**config.mk**
```make
export PLATFORM = sky130hd
export DESIGN_NAME = rom_read_path
export DESIGN_NICKNAME = d
export VERILOG_FILES = /design/src/rtl/rrp_pkg.sv /design/src/rtl/rrp_sequencer.sv /design/src/rtl/rrp_colmux.sv /design/src/rtl/rrp_sec_decode.sv /design/src/rtl/rrp_narrow.sv /design/src/rtl/rom_read_path.sv
export SDC_FILE = /design/constraint.sdc
export NUM_CORES = 1
export LEC_CHECK = 0
export ABC_AREA = 0
export ABC_CLOCK_PERIOD_IN_PS = 6800
export CORE_AREA = 2 2 241 243
export CTS_CLUSTER_DIAMETER = 40
export CTS_CLUSTER_SIZE = 16
export DETAILED_ROUTE_END_ITERATION = 7
export DIE_AREA = 0 0 243 245
export PLACE_DENSITY = 0.5
export SLEW_MARGIN = 25
export SYNTH_ARGS = -nofsm -noshare
export SYNTH_HDL_FRONTEND = slang
export SYNTH_SLANG_ARGS = --single-unit
```
**constraint.sdc**
```tcl
create_clock -name clk -period 6.8 [get_ports clk]
set_clock_uncertainty 0.05 [all_clocks]
set_input_delay 1.36 -clock clk [delete_from_list [all_inputs] [get_ports clk]]
set_output_delay 1.36 -clock clk [all_outputs]
set_load 0.02 [all_outputs]
```
**src/rtl/rrp_pkg.sv**
```systemverilog
package rrp_pkg;

    typedef enum logic [1:0] {
        SEQ_RESTORE = 2'd0,
        SEQ_IDLE    = 2'd1,
        SEQ_RELEASE = 2'd2,
        SEQ_SENSE   = 2'd3
    } seq_state_e;

    localparam logic [1:0] WSEL_BYTE = 2'd0;
    localparam logic [1:0] WSEL_HALF = 2'd1;

endpackage

```
**src/rtl/rrp_sequencer.sv**
```systemverilog
module rrp_sequencer #(
    parameter int ROW_W     = 4,
    parameter int COL_SEL_W = 3,
    parameter int OFS_W     = 3,
    parameter int PRE_CYC   = 3
) (
    input  logic                 clk,
    input  logic                 rst_n,
    input  logic                 rd_req,
    input  logic [ROW_W+COL_SEL_W+OFS_W-1:0] rd_addr,
    input  logic [1:0]           width_sel,
    input  logic                 ref_bitline,
    output logic                 rd_ready,
    output logic                 precharge_en,
    output logic                 wl_en,
    output logic [ROW_W-1:0]     wl_addr,
    output logic                 latch_en,
    output logic                 close_evt,
    output logic [COL_SEL_W-1:0] col_sel,
    output logic [OFS_W-1:0]     ofs,
    output logic [1:0]           wsel
);
    import rrp_pkg::*;

    localparam int CNT_W = (PRE_CYC > 1) ? $clog2(PRE_CYC) : 1;
    localparam logic [CNT_W-1:0] CNT_LAST = CNT_W'(PRE_CYC - 1);

    typedef struct packed {
        seq_state_e           state;
        logic [CNT_W-1:0]     cnt;
        logic [ROW_W-1:0]     row;
        logic [COL_SEL_W-1:0] col;
        logic [OFS_W-1:0]     ofs;
        logic [1:0]           wsel;
    } seq_regs_t;

    seq_regs_t seq_d, seq_q;

    always_comb begin
        seq_d = seq_q;
        unique case (seq_q.state)
            SEQ_RESTORE: begin
                if (seq_q.cnt == CNT_LAST) begin
                    seq_d.state = SEQ_IDLE;
                    seq_d.cnt   = '0;
                end else begin
                    seq_d.cnt = seq_q.cnt + 1'b1;
                end
            end
            SEQ_IDLE: begin
                if (rd_req) begin
                    seq_d.state = SEQ_RELEASE;
                    seq_d.ofs   = rd_addr[OFS_W-1:0];
                    seq_d.col   = rd_addr[OFS_W +: COL_SEL_W];
                    seq_d.row   = rd_addr[OFS_W+COL_SEL_W +: ROW_W];
                    seq_d.wsel  = width_sel;
                end
            end
            SEQ_RELEASE: begin
                seq_d.state = SEQ_SENSE;
            end
            SEQ_SENSE: begin
                if (!ref_bitline) begin
                    seq_d.state = SEQ_RESTORE;
                    seq_d.cnt   = '0;
                end
            end
            default: seq_d.state = SEQ_RESTORE;
        endcase
    end

    always_ff @(posedge clk or negedge rst_n) begin
        if (!rst_n) begin
            seq_q <= '{state: SEQ_RESTORE, cnt: '0, row: '0, col: '0, ofs: '0, wsel: '0};
        end else begin
            seq_q <= seq_d;
        end
    end

    assign rd_ready     = (seq_q.state == SEQ_IDLE);
    assign precharge_en = (seq_q.state == SEQ_RESTORE) || (seq_q.state == SEQ_IDLE);
    assign wl_en        = (seq_q.state == SEQ_SENSE);
    assign latch_en     = (seq_q.state == SEQ_SENSE);
    assign close_evt    = (seq_q.state == SEQ_SENSE) && !ref_bitline;
    assign wl_addr      = seq_q.row;
    assign col_sel      = seq_q.col;
    assign ofs          = seq_q.ofs;
    assign wsel         = seq_q.wsel;

endmodule

```
**src/rtl/rrp_colmux.sv**
```systemverilog
module rrp_colmux #(
    parameter int CW        = 71,
    parameter int COL_SEL_W = 3
) (
    input  logic [CW*(1<<COL_SEL_W)-1:0] bitlines,
    input  logic [COL_SEL_W-1:0]         col_sel,
    output logic [CW-1:0]                word
);
    localparam int COLS = 1 << COL_SEL_W;

    for (genvar b = 0; b < CW; b++) begin : g_bit
        for (genvar s = 0; s <= COL_SEL_W; s++) begin : g_st
            logic [(COLS>>s)-1:0] v;
            if (s == 0) begin : g_leaf
                assign v = bitlines[b*COLS +: COLS];
            end else begin : g_pair
                for (genvar k = 0; k < (COLS >> s); k++) begin : g_mux
                    assign v[k] = col_sel[s-1] ? g_st[s-1].v[2*k+1] : g_st[s-1].v[2*k];
                end
            end
        end
        assign word[b] = g_st[COL_SEL_W].v[0];
    end

endmodule

```
**src/rtl/rrp_sec_decode.sv**
```systemverilog
module rrp_sec_decode #(
    parameter int DATA_W = 64,
    parameter int CHK_W  = 7
) (
    input  logic [DATA_W+CHK_W-1:0] code,
    output logic [DATA_W-1:0]       data,
    output logic                    corrected,
    output logic                    uncorrectable
);
    localparam int CW = DATA_W + CHK_W;

    logic [CHK_W-1:0] syn;
    logic [CW-1:0]    fixed;

    always_comb begin
        syn = '0;
        for (int p = 1; p <= CW; p++) begin
            if (code[p-1]) syn = syn ^ CHK_W'(p);
        end
    end

    always_comb begin
        fixed         = code;
        corrected     = 1'b0;
        uncorrectable = 1'b0;
        if (syn != '0) begin
            if (int'(syn) <= CW) begin
                fixed[int'(syn)-1] = ~code[int'(syn)-1];
                corrected          = 1'b1;
            end else begin
                uncorrectable = 1'b1;
            end
        end
    end

    always_comb begin
        int k;
        k    = 0;
        data = '0;
        for (int p = 1; p <= CW; p++) begin
            if (((p & (p - 1)) != 0) && (k < DATA_W)) begin
                data[k] = fixed[p-1];
                k       = k + 1;
            end
        end
    end

endmodule

```
**src/rtl/rrp_narrow.sv**
```systemverilog
module rrp_narrow #(
    parameter int DATA_W = 64,
    parameter int OUT_W  = 32,
    parameter int OFS_W  = 3
) (
    input  logic [DATA_W-1:0] word,
    input  logic [OFS_W-1:0]  ofs,
    input  logic [1:0]        wsel,
    output logic [OUT_W-1:0]  slice
);
    import rrp_pkg::*;

    always_comb begin
        slice = '0;
        unique case (wsel)
            WSEL_BYTE: slice[7:0]  = word[int'(ofs)*8 +: 8];
            WSEL_HALF: slice[15:0] = word[int'(ofs[OFS_W-1:1])*16 +: 16];
            default:   slice[31:0] = word[int'(ofs[OFS_W-1:2])*32 +: 32];
        endcase
    end

endmodule

```
**src/rtl/rom_read_path.sv**
```systemverilog
module rom_read_path #(
    parameter int DATA_W    = 64,
    parameter int CHK_W     = 7,
    parameter int COL_SEL_W = 3,
    parameter int ROW_W     = 4,
    parameter int PRE_CYC   = 3,
    parameter int OUT_W     = 32,
    localparam int CW       = DATA_W + CHK_W,
    localparam int BL_W     = CW * (1 << COL_SEL_W),
    localparam int OFS_W    = $clog2(DATA_W / 8),
    localparam int ADDR_W   = ROW_W + COL_SEL_W + OFS_W
) (
    input  logic              clk,
    input  logic              rst_n,
    input  logic              rd_req,
    input  logic [ADDR_W-1:0] rd_addr,
    input  logic [1:0]        width_sel,
    output logic              rd_ready,
    output logic              precharge_en,
    output logic              wl_en,
    output logic [ROW_W-1:0]  wl_addr,
    input  logic [BL_W-1:0]   bitlines,
    input  logic              ref_bitline,
    output logic              rd_valid,
    output logic [OUT_W-1:0]  rd_data,
    output logic              err_corrected,
    output logic              err_uncorrectable
);
    typedef struct packed {
        logic [CW-1:0]    latch;
        logic             done;
        logic             valid;
        logic [OUT_W-1:0] data;
        logic             corr;
        logic             unc;
    } path_regs_t;

    path_regs_t path_d, path_q;

    logic                 latch_en;
    logic                 close_evt;
    logic [COL_SEL_W-1:0] col_sel;
    logic [OFS_W-1:0]     ofs;
    logic [1:0]           wsel;
    logic [CW-1:0]        mux_word;
    logic [DATA_W-1:0]    fixed_data;
    logic                 dec_corr;
    logic                 dec_unc;
    logic [OUT_W-1:0]     narrowed;

    rrp_sequencer #(
        .ROW_W    (ROW_W),
        .COL_SEL_W(COL_SEL_W),
        .OFS_W    (OFS_W),
        .PRE_CYC  (PRE_CYC)
    ) seq_i (
        .clk         (clk),
        .rst_n       (rst_n),
        .rd_req      (rd_req),
        .rd_addr     (rd_addr),
        .width_sel   (width_sel),
        .ref_bitline (ref_bitline),
        .rd_ready    (rd_ready),
        .precharge_en(precharge_en),
        .wl_en       (wl_en),
        .wl_addr     (wl_addr),
        .latch_en    (latch_en),
        .close_evt   (close_evt),
        .col_sel     (col_sel),
        .ofs         (ofs),
        .wsel        (wsel)
    );

    rrp_colmux #(
        .CW       (CW),
        .COL_SEL_W(COL_SEL_W)
    ) mux_i (
        .bitlines(bitlines),
        .col_sel (col_sel),
        .word    (mux_word)
    );

    rrp_sec_decode #(
        .DATA_W(DATA_W),
        .CHK_W (CHK_W)
    ) dec_i (
        .code         (path_q.latch),
        .data         (fixed_data),
        .corrected    (dec_corr),
        .uncorrectable(dec_unc)
    );

    rrp_narrow #(
        .DATA_W(DATA_W),
        .OUT_W (OUT_W),
        .OFS_W (OFS_W)
    ) nar_i (
        .word (fixed_data),
        .ofs  (ofs),
        .wsel (wsel),
        .slice(narrowed)
    );

    always_comb begin
        path_d       = path_q;
        path_d.valid = 1'b0;
        path_d.done  = close_evt;
        if (latch_en) begin
            path_d.latch = mux_word;
        end
        if (path_q.done) begin
            path_d.valid = 1'b1;
            path_d.data  = narrowed;
            path_d.corr  = dec_corr;
            path_d.unc   = dec_unc;
        end
    end

    always_ff @(posedge clk or negedge rst_n) begin
        if (!rst_n) begin
            path_q <= '0;
        end else begin
            path_q <= path_d;
        end
    end

    assign rd_valid          = path_q.valid;
    assign rd_data           = path_q.data;
    assign err_corrected     = path_q.corr;
    assign err_uncorrectable = path_q.unc;

endmodule

```
==> reports/qor.txt <==
Max-Slew Margin vs Limit -> 0.3433
Number of distinct library cells after synthesis -> 88
Total routing usage reported by global routing -> 0.2153
Delay of the slowest cell on the worst path -> 0.60 ns
Most frequent standard cell in the layout excluding fill and tap cells -> sky130_fd_sc_hd__clkdlybuf4s50_1
Total wirelength of the detailed-routed design -> 65400 um
Largest net degree at the start of global routing -> 116
Number of standard cells in the final layout excluding fillers -> 2605
# H-tree levels -> 4
First-pass iteration count of the detailed router -> 5
Cell count after synthesis -> 1276
Die Wd -> 243 um
Clock transition time at the flip-flop clock pins of the worst setup and hold paths -> 0.06 ns
Cell type of the slowest stage on the worst timing path -> sky130_fd_sc_hd__ha_1
Fmax -> 176.0 MHz
Sequential cell area fraction in the yosys report -> 0.2301
Worst path required time -> 7.06 ns
Number of global-route vias before repair -> 13.77k
Initial antenna violation count -> 6
Worst endpoint data arrival time -> 5.94 ns
Number of max-cap violations -> 0
Hold Violations, Final -> 0
Number of register bits inferred by synthesis -> 123
Clock tree from TritonCTS -> built
Count of flip-flops with a built-in enable after synthesis -> 0
Synth Flop Type -> sky130_fd_sc_hd__dfrtp_1
Total global routing overflow -> 0
Clock insertion delay at the later pin of the skew report -> 0.45 ns
Initial standard-cell utilization of the core -> 0.2345
Synthesis-to-finish area growth -> 56.07%
Via density per instance -> 5.009
Die H -> 245 um
Setup Total Neg Slack -> 0 ns
Unrepaired setup endpoints after global routing -> false
Iteration-0 DRC Markers -> 843
Period utilization -> 0.8353
Result of the run -> finished, final reports clean
Post-Synthesis Cell Area -> 0.01338 sq mm
# Post-CTS Setup Buffers -> 0
Nets in the synthesized netlist -> 1865
Count of vias placed by the detailed router -> 13.05k
Worst-case setup margin in the final layout -> 1.120 ns
Area fraction in compound gates after synthesis -> 0.1202
Commonest non-fill, non-tap cells in the layout -> 624 x sky130_fd_sc_hd__clkdlybuf4s50_1, 159 x sky130_fd_sc_hd__mux4_2, 147 x sky130_fd_sc_hd__mux2i_1, 143 x sky130_fd_sc_hd__nor2_1, 119 x sky130_fd_sc_hd__dfrtp_1
Final #Nets -> 2415
Setup slack after placement -> 1.139 ns
Post-Syn Area per Cell -> 10.48 sq um
Count of port buffers added during placement -> 625
Residual DRC count -> 0
Setup Viol. Count Final -> 0
Wirelength per Cell -> 25.11 um
Number of buffers created by CTS -> 17
Boundary pin count -> 626
Post-Synth XOR/XNOR Area -> 0.09849
First-pass GRT wire length -> 94290 um
Critical path, cell by cell -> xnor2_1 > xnor2_1 > xnor3_1 > xnor2_1 > xnor2_1 > ha_1 > mux2i_4 > xor2_4 > mux4_2 > a21oi_1 > a211oi_4 > or2_1 > mux2i_1 > o22ai_1 > a221oi_1 > o32ai_1
Maximum fanout along the worst path -> 17
Worst hold-check path type -> reg2reg
Share of synthesized area spent on multiplexers -> 0.4003
Largest family of logic cells by synthesized area -> multiplexers
Final critical-path required period -> 5.680 ns
Async set-reset flop share out of synthesis -> 1.000
Final count of pins violating max slew -> 0
Worst setup path class -> reg2reg
Clock sink count -> 123
Simple logic cell fraction of the synthesized area -> 0.1021
Total of warnings raised by yosys -> 0
Detailed placement HPWL -> 54090 um
Slew at the pin closest to its max-slew limit -> 0.9850 ns
Full die area -> 0.05954 sq mm
CORE AREA -> 0.05703 sq mm
Critical Path Start Type -> flip-flop
Number of routed nets with antenna violations -> 0
Hold buffers post-CTS -> 0
Post-Synth Adder-Cell Area -> 0.004677
Cell count after placement -> 2572
Worst path most repeated cell -> sky130_fd_sc_hd__xnor2_1
# resized after CTS -> 0
Root Buffer -> sky130_fd_sc_hd__clkbuf_16
Maximum buffer depth of the clock tree -> 2
Count of filler cells inserted in the layout -> 5770
RD Place Congestion -> 0.9354
Cell Rows -> 88
Share of final-layout standard cells stronger than drive strength 1 -> 0.1409
Nature of the critical path endpoint -> flip-flop
sequential cells by signal (all words and copies together), names as in the netlist:
| signal | cells |
|---|---|
| err_corrected | 1 |
| rd_valid | 1 |
| seq_i.ofs | 3 |
| seq_i.col_sel | 3 |
| seq_i.wsel | 2 |
| err_uncorrectable | 1 |
| seq_i.seq_q | 4 |
| seq_i.wl_addr | 4 |
| path_q | 72 |
| rd_data | 32 |
final cells by class:
| type | count | area (sq um) | share of cell area |
|---|---|---|---|
| Antenna cell | 2 | 5.005 | 0.0002397 |
| Clock buffer | 24 | 481.7 | 0.02307 |
| Clock inverter | 7 | 90.09 | 0.004315 |
| Inverter | 30 | 112.6 | 0.005394 |
| Multi-Input combinational cell | 1011 | 9722 | 0.4657 |
| Sequential cell | 123 | 3090 | 0.1480 |
| Tap cell | 765 | 957.2 | 0.04585 |
| Timing Repair Buffer | 643 | 6417 | 0.3074 |
kinds of logic (layout without fill, tap and decap cells):
family,count (synthesis),in the layout
buffers and inverters,142,704
flip-flops,123,123
AO/OA/AOI/OAI,245,245
other,0,2
AND/OR/NAND/NOR,312,312
multiplexers,329,329
XOR/XNOR,120,120
adder cells (fa/ha/maj),5,5
worst max-delay path, delay by kind of cell, from the launching register on:
kind,cells,cell delay [ns]
adders and majority gates,1,0.60
and+or+nand+nor,1,0.41
muxes,3,1.40
xor gates and xnor gates,6,1.58
AOI/OAI and AO/OA,5,1.00
DFF,1,0.50
through the flow:
| stage | instance area, sq um | utilization | hold slack [ns] |
|---|---|---|---|
| 6_report | 20880 | 0.3660 | 0.4462 |
| 4_1_cts | 20870 | 0.3659 | 0.4460 |
| 5_1_grt | 20870 | 0.3660 | 0.4681 |
| 3_3_place_gp | 20300 | 0.3559 | 0.4334 |
| 2_1_floorplan | 13380 | - | 0.3983 |
| 3_5_place_dp | 20300 | 0.3559 | 0.4331 |
worst paths after layout:
check	from	end	slack [ns]	depth (start not counted)
max in group asynchronous	rst_n	seq_i.col_sel[1]	4.44	2
min	rd_data[20]	rd_data[20]	0.45	1
max	path_q[86]	rd_data[3]	1.12	16
min reg2reg	rd_data[20]	rd_data[20]	0.45	1
min in group asynchronous	rst_n	rd_data[29]	0.82	1
max reg2reg	path_q[86]	rd_data[3]	1.12	16
cell usage after synthesis, types with 6 or more instances:
library cell               number  area (sq um)
sky130_fd_sc_hd__mux2_2        19         214.0
sky130_fd_sc_hd__xnor3_1       12         270.3
sky130_fd_sc_hd__nand2_1       82         307.8
sky130_fd_sc_hd__o211ai_1       8         60.06
sky130_fd_sc_hd__a31oi_1       14         87.58
sky130_fd_sc_hd__nor2b_1       14         87.58
sky130_fd_sc_hd__nand2b_1       7         43.79
sky130_fd_sc_hd__a21oi_1      100         500.5
sky130_fd_sc_hd__mux4_2       159          3581
sky130_fd_sc_hd__a311oi_1       6         52.55
sky130_fd_sc_hd__mux2i_1      147          1471
sky130_fd_sc_hd__o21ai_0       28         140.1
sky130_fd_sc_hd__clkbuf_1      71         266.5
sky130_fd_sc_hd__o21a_1        10         75.07
sky130_fd_sc_hd__nor3_1        11         55.05
sky130_fd_sc_hd__nor2_1       143         536.8
sky130_fd_sc_hd__buf_1         26         97.59
sky130_fd_sc_hd__nand3_1       27         135.1
sky130_fd_sc_hd__dfrtp_1      123          3078
sky130_fd_sc_hd__a41oi_1        8         70.07
sky130_fd_sc_hd__xnor2_1       83         727.0
sky130_fd_sc_hd__and2_1         8         50.05
sky130_fd_sc_hd__inv_1         27         101.4
sky130_fd_sc_hd__buf_2          6         30.03
sky130_fd_sc_hd__xor2_1        16         140.1
metal layers:
metal	vias up	routed length [um]	track usage
met2	506	34150	0.3862
met5	-	0	0
met1	6543	27190	0.2778
met3	46	3269	0.02919
met4	0	796	0.03879
li1	5954	-	-
Power is left out: the tool's default activity adds up to more than one toggle a clock period on the data nets, which glitch-free logic cannot reach.
